File: src/rtl/ldfwd_pkg.sv
package ldfwd_pkg;
  // What a pop request does in the current cycle
  typedef enum logic [1:0] {
    POP_IDLE   = 2'd0,  // no request
    POP_HIT    = 2'd1,  // served from storage
    POP_BYPASS = 2'd2,  // served by the same-cycle push (queue empty)
    POP_WAIT   = 2'd3   // empty queue, nothing to forward
  } pop_kind_e;
endpackage

File: src/rtl/ldfwd_ctrl.sv
module ldfwd_ctrl
  import ldfwd_pkg::*;
#(
  parameter int DEPTH = 16,
  localparam int PW = (DEPTH > 1) ? $clog2(DEPTH) : 1,
  localparam int CW = $clog2(DEPTH + 1)
) (
  input  logic          clk,
  input  logic          rst_n,
  input  logic          push_valid,
  input  logic          pop_req,
  output pop_kind_e     pop_kind,
  output logic          wr_en,
  output logic [PW-1:0] wr_ptr,
  output logic [PW-1:0] rd_ptr,
  output logic          full
);
  localparam logic [PW-1:0] LAST = PW'(DEPTH - 1);

  logic [CW-1:0] cnt_q, cnt_d;
  logic [PW-1:0] wr_q, wr_d, rd_q, rd_d;
  logic          empty, hit;

  function automatic logic [PW-1:0] bump(input logic [PW-1:0] p);
    return (p == LAST) ? '0 : p + PW'(1);
  endfunction

  assign empty = (cnt_q == '0);
  assign full  = (cnt_q == CW'(DEPTH));

  always_comb begin
    if (!pop_req)        pop_kind = POP_IDLE;
    else if (!empty)     pop_kind = POP_HIT;
    else if (push_valid) pop_kind = POP_BYPASS;
    else                 pop_kind = POP_WAIT;
  end

  assign hit   = (pop_kind == POP_HIT);
  // a full queue takes a push only when a stored entry leaves in the same cycle;
  // a bypassed push never reaches storage
  assign wr_en = push_valid && (pop_kind != POP_BYPASS) && (!full || hit);

  always_comb begin
    wr_d  = wr_en ? bump(wr_q) : wr_q;
    rd_d  = hit   ? bump(rd_q) : rd_q;
    cnt_d = cnt_q + CW'(wr_en) - CW'(hit);
  end

  always_ff @(posedge clk or negedge rst_n) begin
    if (!rst_n) begin
      cnt_q <= '0;
      wr_q  <= '0;
      rd_q  <= '0;
    end else begin
      cnt_q <= cnt_d;
      wr_q  <= wr_d;
      rd_q  <= rd_d;
    end
  end

  assign wr_ptr = wr_q;
  assign rd_ptr = rd_q;

  a_r3_full_holds: assert property (@(posedge clk) disable iff (!rst_n)
    (full && !hit) |=> full);
  a_r4_empty_holds: assert property (@(posedge clk) disable iff (!rst_n)
    (empty && !push_valid) |=> empty);
  a_r8_bypass_keeps_empty: assert property (@(posedge clk) disable iff (!rst_n)
    (pop_kind == POP_BYPASS) |=> empty);
  a_r2_head_advances: assert property (@(posedge clk) disable iff (!rst_n)
    hit |=> (rd_q != $past(rd_q)) || (DEPTH == 1));
endmodule

File: src/rtl/ldfwd_store.sv
module ldfwd_store #(
  parameter int DEPTH = 16,
  parameter int W     = 96,
  localparam int PW   = (DEPTH > 1) ? $clog2(DEPTH) : 1
) (
  input  logic          clk,
  input  logic          we,
  input  logic [PW-1:0] waddr,
  input  logic [W-1:0]  wdata,
  input  logic [PW-1:0] raddr,
  output logic [W-1:0]  rdata
);
  logic [W-1:0] mem_q [DEPTH];

  // data flops carry no reset; occupancy in the controller guards every read
  for (genvar g = 0; g < DEPTH; g++) begin : g_slot
    logic sel;
    assign sel = we && (waddr == PW'(g));
    always_ff @(posedge clk) begin
      if (sel) mem_q[g] <= wdata;
    end
  end

  assign rdata = mem_q[raddr];
endmodule

File: src/rtl/ldfwd_check.sv
module ldfwd_check #(
  parameter int AW = 32
) (
  input  logic          clk,
  input  logic          rst_n,
  input  logic          take,
  input  logic [AW-1:0] ref_addr,
  input  logic [AW-1:0] trail_addr,
  output logic          fault
);
  logic fault_q, fault_d, miss;

  assign miss    = take && (ref_addr != trail_addr);
  assign fault_d = fault_q || miss;

  always_ff @(posedge clk or negedge rst_n) begin
    if (!rst_n) fault_q <= 1'b0;
    else        fault_q <= fault_d;
  end

  assign fault = fault_q;

  a_r5_fault_sticky: assert property (@(posedge clk) disable iff (!rst_n)
    fault_q |=> fault_q);
  a_r5_fault_raised: assert property (@(posedge clk) disable iff (!rst_n)
    (take && (ref_addr != trail_addr)) |=> fault_q);
  a_r6_match_quiet: assert property (@(posedge clk) disable iff (!rst_n)
    (!fault_q && !(take && (ref_addr != trail_addr))) |=> !fault_q);
endmodule

File: src/rtl/ldfwd_queue.sv
module ldfwd_queue
  import ldfwd_pkg::*;
#(
  parameter int DEPTH = 16,
  parameter int AW    = 32,
  parameter int DW    = 64
) (
  input  logic          clk,
  input  logic          rst_n,
  input  logic          push_valid,
  input  logic [AW-1:0] push_addr,
  input  logic [DW-1:0] push_data,
  output logic          stall,
  input  logic          pop_req,
  input  logic [AW-1:0] pop_addr,
  output logic          pop_valid,
  output logic [DW-1:0] pop_data,
  output logic          pop_wait,
  output logic          fault
);
  localparam int PW = (DEPTH > 1) ? $clog2(DEPTH) : 1;
  localparam int EW = AW + DW;

  pop_kind_e     kind;
  logic          wr_en, full, take;
  logic [PW-1:0] wr_ptr, rd_ptr;
  logic [EW-1:0] stored, head;

  ldfwd_ctrl #(.DEPTH(DEPTH)) u_ctrl (
    .clk        (clk),
    .rst_n      (rst_n),
    .push_valid (push_valid),
    .pop_req    (pop_req),
    .pop_kind   (kind),
    .wr_en      (wr_en),
    .wr_ptr     (wr_ptr),
    .rd_ptr     (rd_ptr),
    .full       (full)
  );

  ldfwd_store #(.DEPTH(DEPTH), .W(EW)) u_store (
    .clk   (clk),
    .we    (wr_en),
    .waddr (wr_ptr),
    .wdata ({push_addr, push_data}),
    .raddr (rd_ptr),
    .rdata (stored)
  );

  assign head = (kind == POP_BYPASS) ? {push_addr, push_data} : stored;
  assign take = (kind == POP_HIT) || (kind == POP_BYPASS);

  ldfwd_check #(.AW(AW)) u_check (
    .clk        (clk),
    .rst_n      (rst_n),
    .take       (take),
    .ref_addr   (head[EW-1:DW]),
    .trail_addr (pop_addr),
    .fault      (fault)
  );

  assign stall     = full;
  assign pop_valid = take;
  assign pop_data  = head[DW-1:0];
  assign pop_wait  = (kind == POP_WAIT);

  a_r4_wait_excludes_valid: assert property (@(posedge clk) disable iff (!rst_n)
    !(pop_wait && pop_valid));
  a_r3_stall_blocks_growth: assert property (@(posedge clk) disable iff (!rst_n)
    (stall && !pop_req) |=> stall);
  a_r4_wait_needs_request: assert property (@(posedge clk) disable iff (!rst_n)
    pop_wait |-> pop_req);
endmodule

File: config.mk
export PLATFORM = sky130hd
export DESIGN_NAME = ldfwd_queue
export DESIGN_NICKNAME = d
export VERILOG_FILES = /design/src/rtl/ldfwd_pkg.sv /design/src/rtl/ldfwd_ctrl.sv /design/src/rtl/ldfwd_store.sv /design/src/rtl/ldfwd_check.sv /design/src/rtl/ldfwd_queue.sv
export SDC_FILE = /design/constraint.sdc
export NUM_CORES = 2
export LEC_CHECK = 0
export ABC_CLOCK_PERIOD_IN_PS = 13810
export BUFFER_PORTS_ARGS = -buffer_cell sky130_fd_sc_hd__buf_2
export CAP_MARGIN = 20
export CORE_ASPECT_RATIO = 1.4
export CORE_MARGIN = 2
export CORE_UTILIZATION = 30
export CTS_CLUSTER_SIZE = 30
export DETAILED_ROUTE_END_ITERATION = 10
export GPL_TIMING_DRIVEN = 0
export PLACE_DENSITY = 0.44
export SYNTH_ARGS = -nofsm -noshare
export SYNTH_HDL_FRONTEND = slang
export SYNTH_SLANG_ARGS = --single-unit
File: constraint.sdc
create_clock -name clk -period 13.81 [get_ports clk]
set_input_delay 2.762 -clock clk [delete_from_list [all_inputs] [get_ports clk]]
set_output_delay 2.762 -clock clk [all_outputs]
set_load 0.02 [all_outputs]
==> impl_results.md <==
* Final GP Congestion at 0.847
* Outcome: finished, final reports clean
* Chip Width at 384 um
* Layout Skew at 45.2 ps
* TritonCTS clock tree: done
* Worst Path Required at 11,050 ps
* Vias at 29,800
* Total CTS buffers at approximately 160
* Complex-gate fraction of the synthesized area at 1.65%
* Crit. End Element: output port
* RSZ-0062 raised after global routing: false
* CTS sink count at approximately 1,600
* FFs w/ async S/R, synth at 0.903%
* GRT Total Usage at 18.0%
* Vias in the first global route at 31,200
* Setup bufs post-CTS at 0
* Drt drc at 0
* IO Pins at 200
* Synth Cell Area at 0.0607 mm2
* Syn_area_per_cell at ~22 um2
* PnR worst setup slack at 4630 ps
* Max-cap violation count at 0
* Most common flop cell mapped by yosys: edfxtp_1
* Mux cell area share after synthesis at around 17%
* First-pass GRT wire length at 255 mm
* Setup TNS at 0 ps
* Drt wl/cell at 31.1 um
* Final net count at 3,301
* Fmax at 0.109 GHz
* Area fraction of the dominant cell type after synthesis at between 70% and 80%
* Synth warn at 0
* Post-Syn Nets at 2,886
* Final min period at 9180 ps
* Clock root buffer master: clkbuf_16
* Setup violations, final at 0
* Die Y at 536 um
* Fin crit share at 66.5%
* Worst slack, placed at 4660 ps
* PortBufs at a little under 200
* Crit path DAT at 6420 ps
* Placeable core region at 0.201 mm2
* CTS resizes at 0
* Post-synth cell types at 68
* CTS Buffer Depth at 3
* Crit path max fanout at 10
* Critical setup path kind: in -> out
* 1st-pass router iterations at 6
* Worst Hold Class: reg -> reg
* Hold wc startpoint: u_ctrl.cnt_q[0]$_DFF_PN0_
* Leak Pwr at 22.8 nW
* Synth Area in XOR/XNOR at less than 1%
* Top cells by area, synth: edfxtp_1, mux4_2, nand2_1, mux2i_1, dfrtp_1
* Initial Util at between 30% and 40%
* Most frequent cells in the layout: edfxtp_1, mux4_2, buf_2
* Critical path launch point type: input pin
* Flops & latches, synth at 1,550
* # rows at 195
* Max-slew violations at 0
* Main combinational cell family by area after synthesis: multiplexers
* # fillers at 18,700
* Relative slew slack at 25.5%
* Hold Buf Count CTS at 0
* Final Hold Fails at 0
* WL final at ~190 mm
* Reg area at 0.0465 mm2
* GR Overflow Total at 0
* Post-Synth Adder-Cell Area at less than 1%
* Via density at 5.01
* Clk slew on worst S/H paths at around 50 ps
* Final ANT Viol Nets at 0
* DP Wirelength at ~110 mm
* Number of enable flip-flop cells after synthesis at about 1,500
* Die area at 0.206 mm2
* Largest net degree at the start of global routing at 39
* Area occupied by multi-input gates at 0.0134 mm2
* Worst vdd ir at about 110 uV
* Mapped Cells at between 2,000 and 3,000
* Reg2reg start: u_ctrl.cnt_q[2]$_DFF_PN0_
* Worst skew pair latency at 830 ps
* Crit path from: pop_req
* Synth Area in Simple Gates at 2.51%
* Area Growth Syn to Fin at 17.8%
* Initial DRC Count at 2,693
* Initial antenna violation count at 26
* Layout cells sized above 1 at 29.6%
* Worst slew pin tran at 1120 ps
* Htree depth at 4
* Commonest non-fill, non-tap cell in the layout: edfxtp_1
* Sequential area share after synthesis at around 77%
* Pwr/cell area at 208 mW/mm2
* Synth area leader: edfxtp_1
-- sequential cells by signal, indices dropped and copies added, names as in the netlist --
signal and flops:
u_store.mem_q 1536, u_check.fault 1, u_ctrl.wr_ptr 4, u_ctrl.cnt_q 5
u_ctrl.rd_ptr 4
-- power breakdown --
part	switching [W]	internal, W
clock	0.00188	0.00239
combinational	0.00297	0.00197
sequential	0.0000853	0.00559
-- stage by stage --
step	instance area [um2]	std cells	hold slack, ps	total power [W]	utilization [%]
2_1_floorplan	60700	2740	502	0.00876	-
3_3_place_gp	65000	5598	539	0.0108	32.3
3_5_place_dp	66300	5650	547	0.0109	32.9
4_1_cts	71400	5941	554	0.0152	35.5
5_1_grt	71400	5942	560	0.0155	35.5
6_report	71400	5949	542	0.0149	35.5
-- cells in the mapped netlist, types with 4 or more instances --
library cell,count
nand2_1,222
a22oi_1,18
xnor2_1,17
xor2_1,24
clkbuf_1,38
nor4_1,9
nand3_1,14
ha_1,13
or3_1,6
buf_12,4
inv_1,13
and3_1,5
buf_4,6
mux2_2,12
a211oi_1,5
dfrtp_1,14
a221oi_1,20
o21ai_0,29
nor2b_1,6
edfxtp_1,1536
nand4_1,11
buf_2,43
nor2_1,20
buf_6,15
mux4_1,10
buf_1,28
o221ai_1,5
o22ai_1,11
nor3_1,10
a21oi_1,14
and2_1,24
mux4_2,404
a21o_1,4
mux2i_1,77
-- cell families (layout without fill, tap and decap cells) --
logic type,Yosys count,in the layout
other cells,0,8
compound gates,139,139
buf+inv,151,693
simple gates,342,342
fa+ha+maj,14,14
mux,503,503
xor+xnor,41,41
flops,1550,1550
-- critical path: stages --
cell and delay, ps:
buf_2 100, and2_1 160, ha_1 430, inv_1 390, clkbuf_1 420, buf_2 680, buf_1 760, nand2_1 160
nand2_1 270, buf_2 220
-- metal layers --
layer  vias up  wire (um)  GRT usage, %
met4        20       4970          5.29
met2       842      94900          31.4
li1      12400          -             -
met1     16300      76500          23.0
met3       266       8490          2.71
met5         -        128             0
-- worst paths after layout --
kind / endpoint / slack (ps) / cells after the start
max reg2reg: u_store.mem_q[7][28]$_DFFE_PP_ / 9180 / 13
min: u_ctrl.cnt_q[0]$_DFF_PN0_ / 540 / 1
min in group asynchronous: u_ctrl.cnt_q[4]$_DFF_PN0_ / 1920 / 1
min reg2reg: u_ctrl.cnt_q[0]$_DFF_PN0_ / 540 / 1
max in group asynchronous: u_ctrl.rd_ptr[3]$_DFFE_PN0N_ / 11510 / 1
max: pop_data[14] / 4630 / 10
-- layout make-up --
type                    count  share of cell area (%)
clock buffers             210                    6.02
well taps                2659                    4.66
clock inverters            81                    1.21
multi-input cells        1039                    18.7
inverters                  14                  0.0736
plain buffers             137                    1.13
diodes                      8                  0.0280
repair buffers            251                    3.11
flip-flops and latches   1550                    65.1
Power figures use the tool's default switching activity.
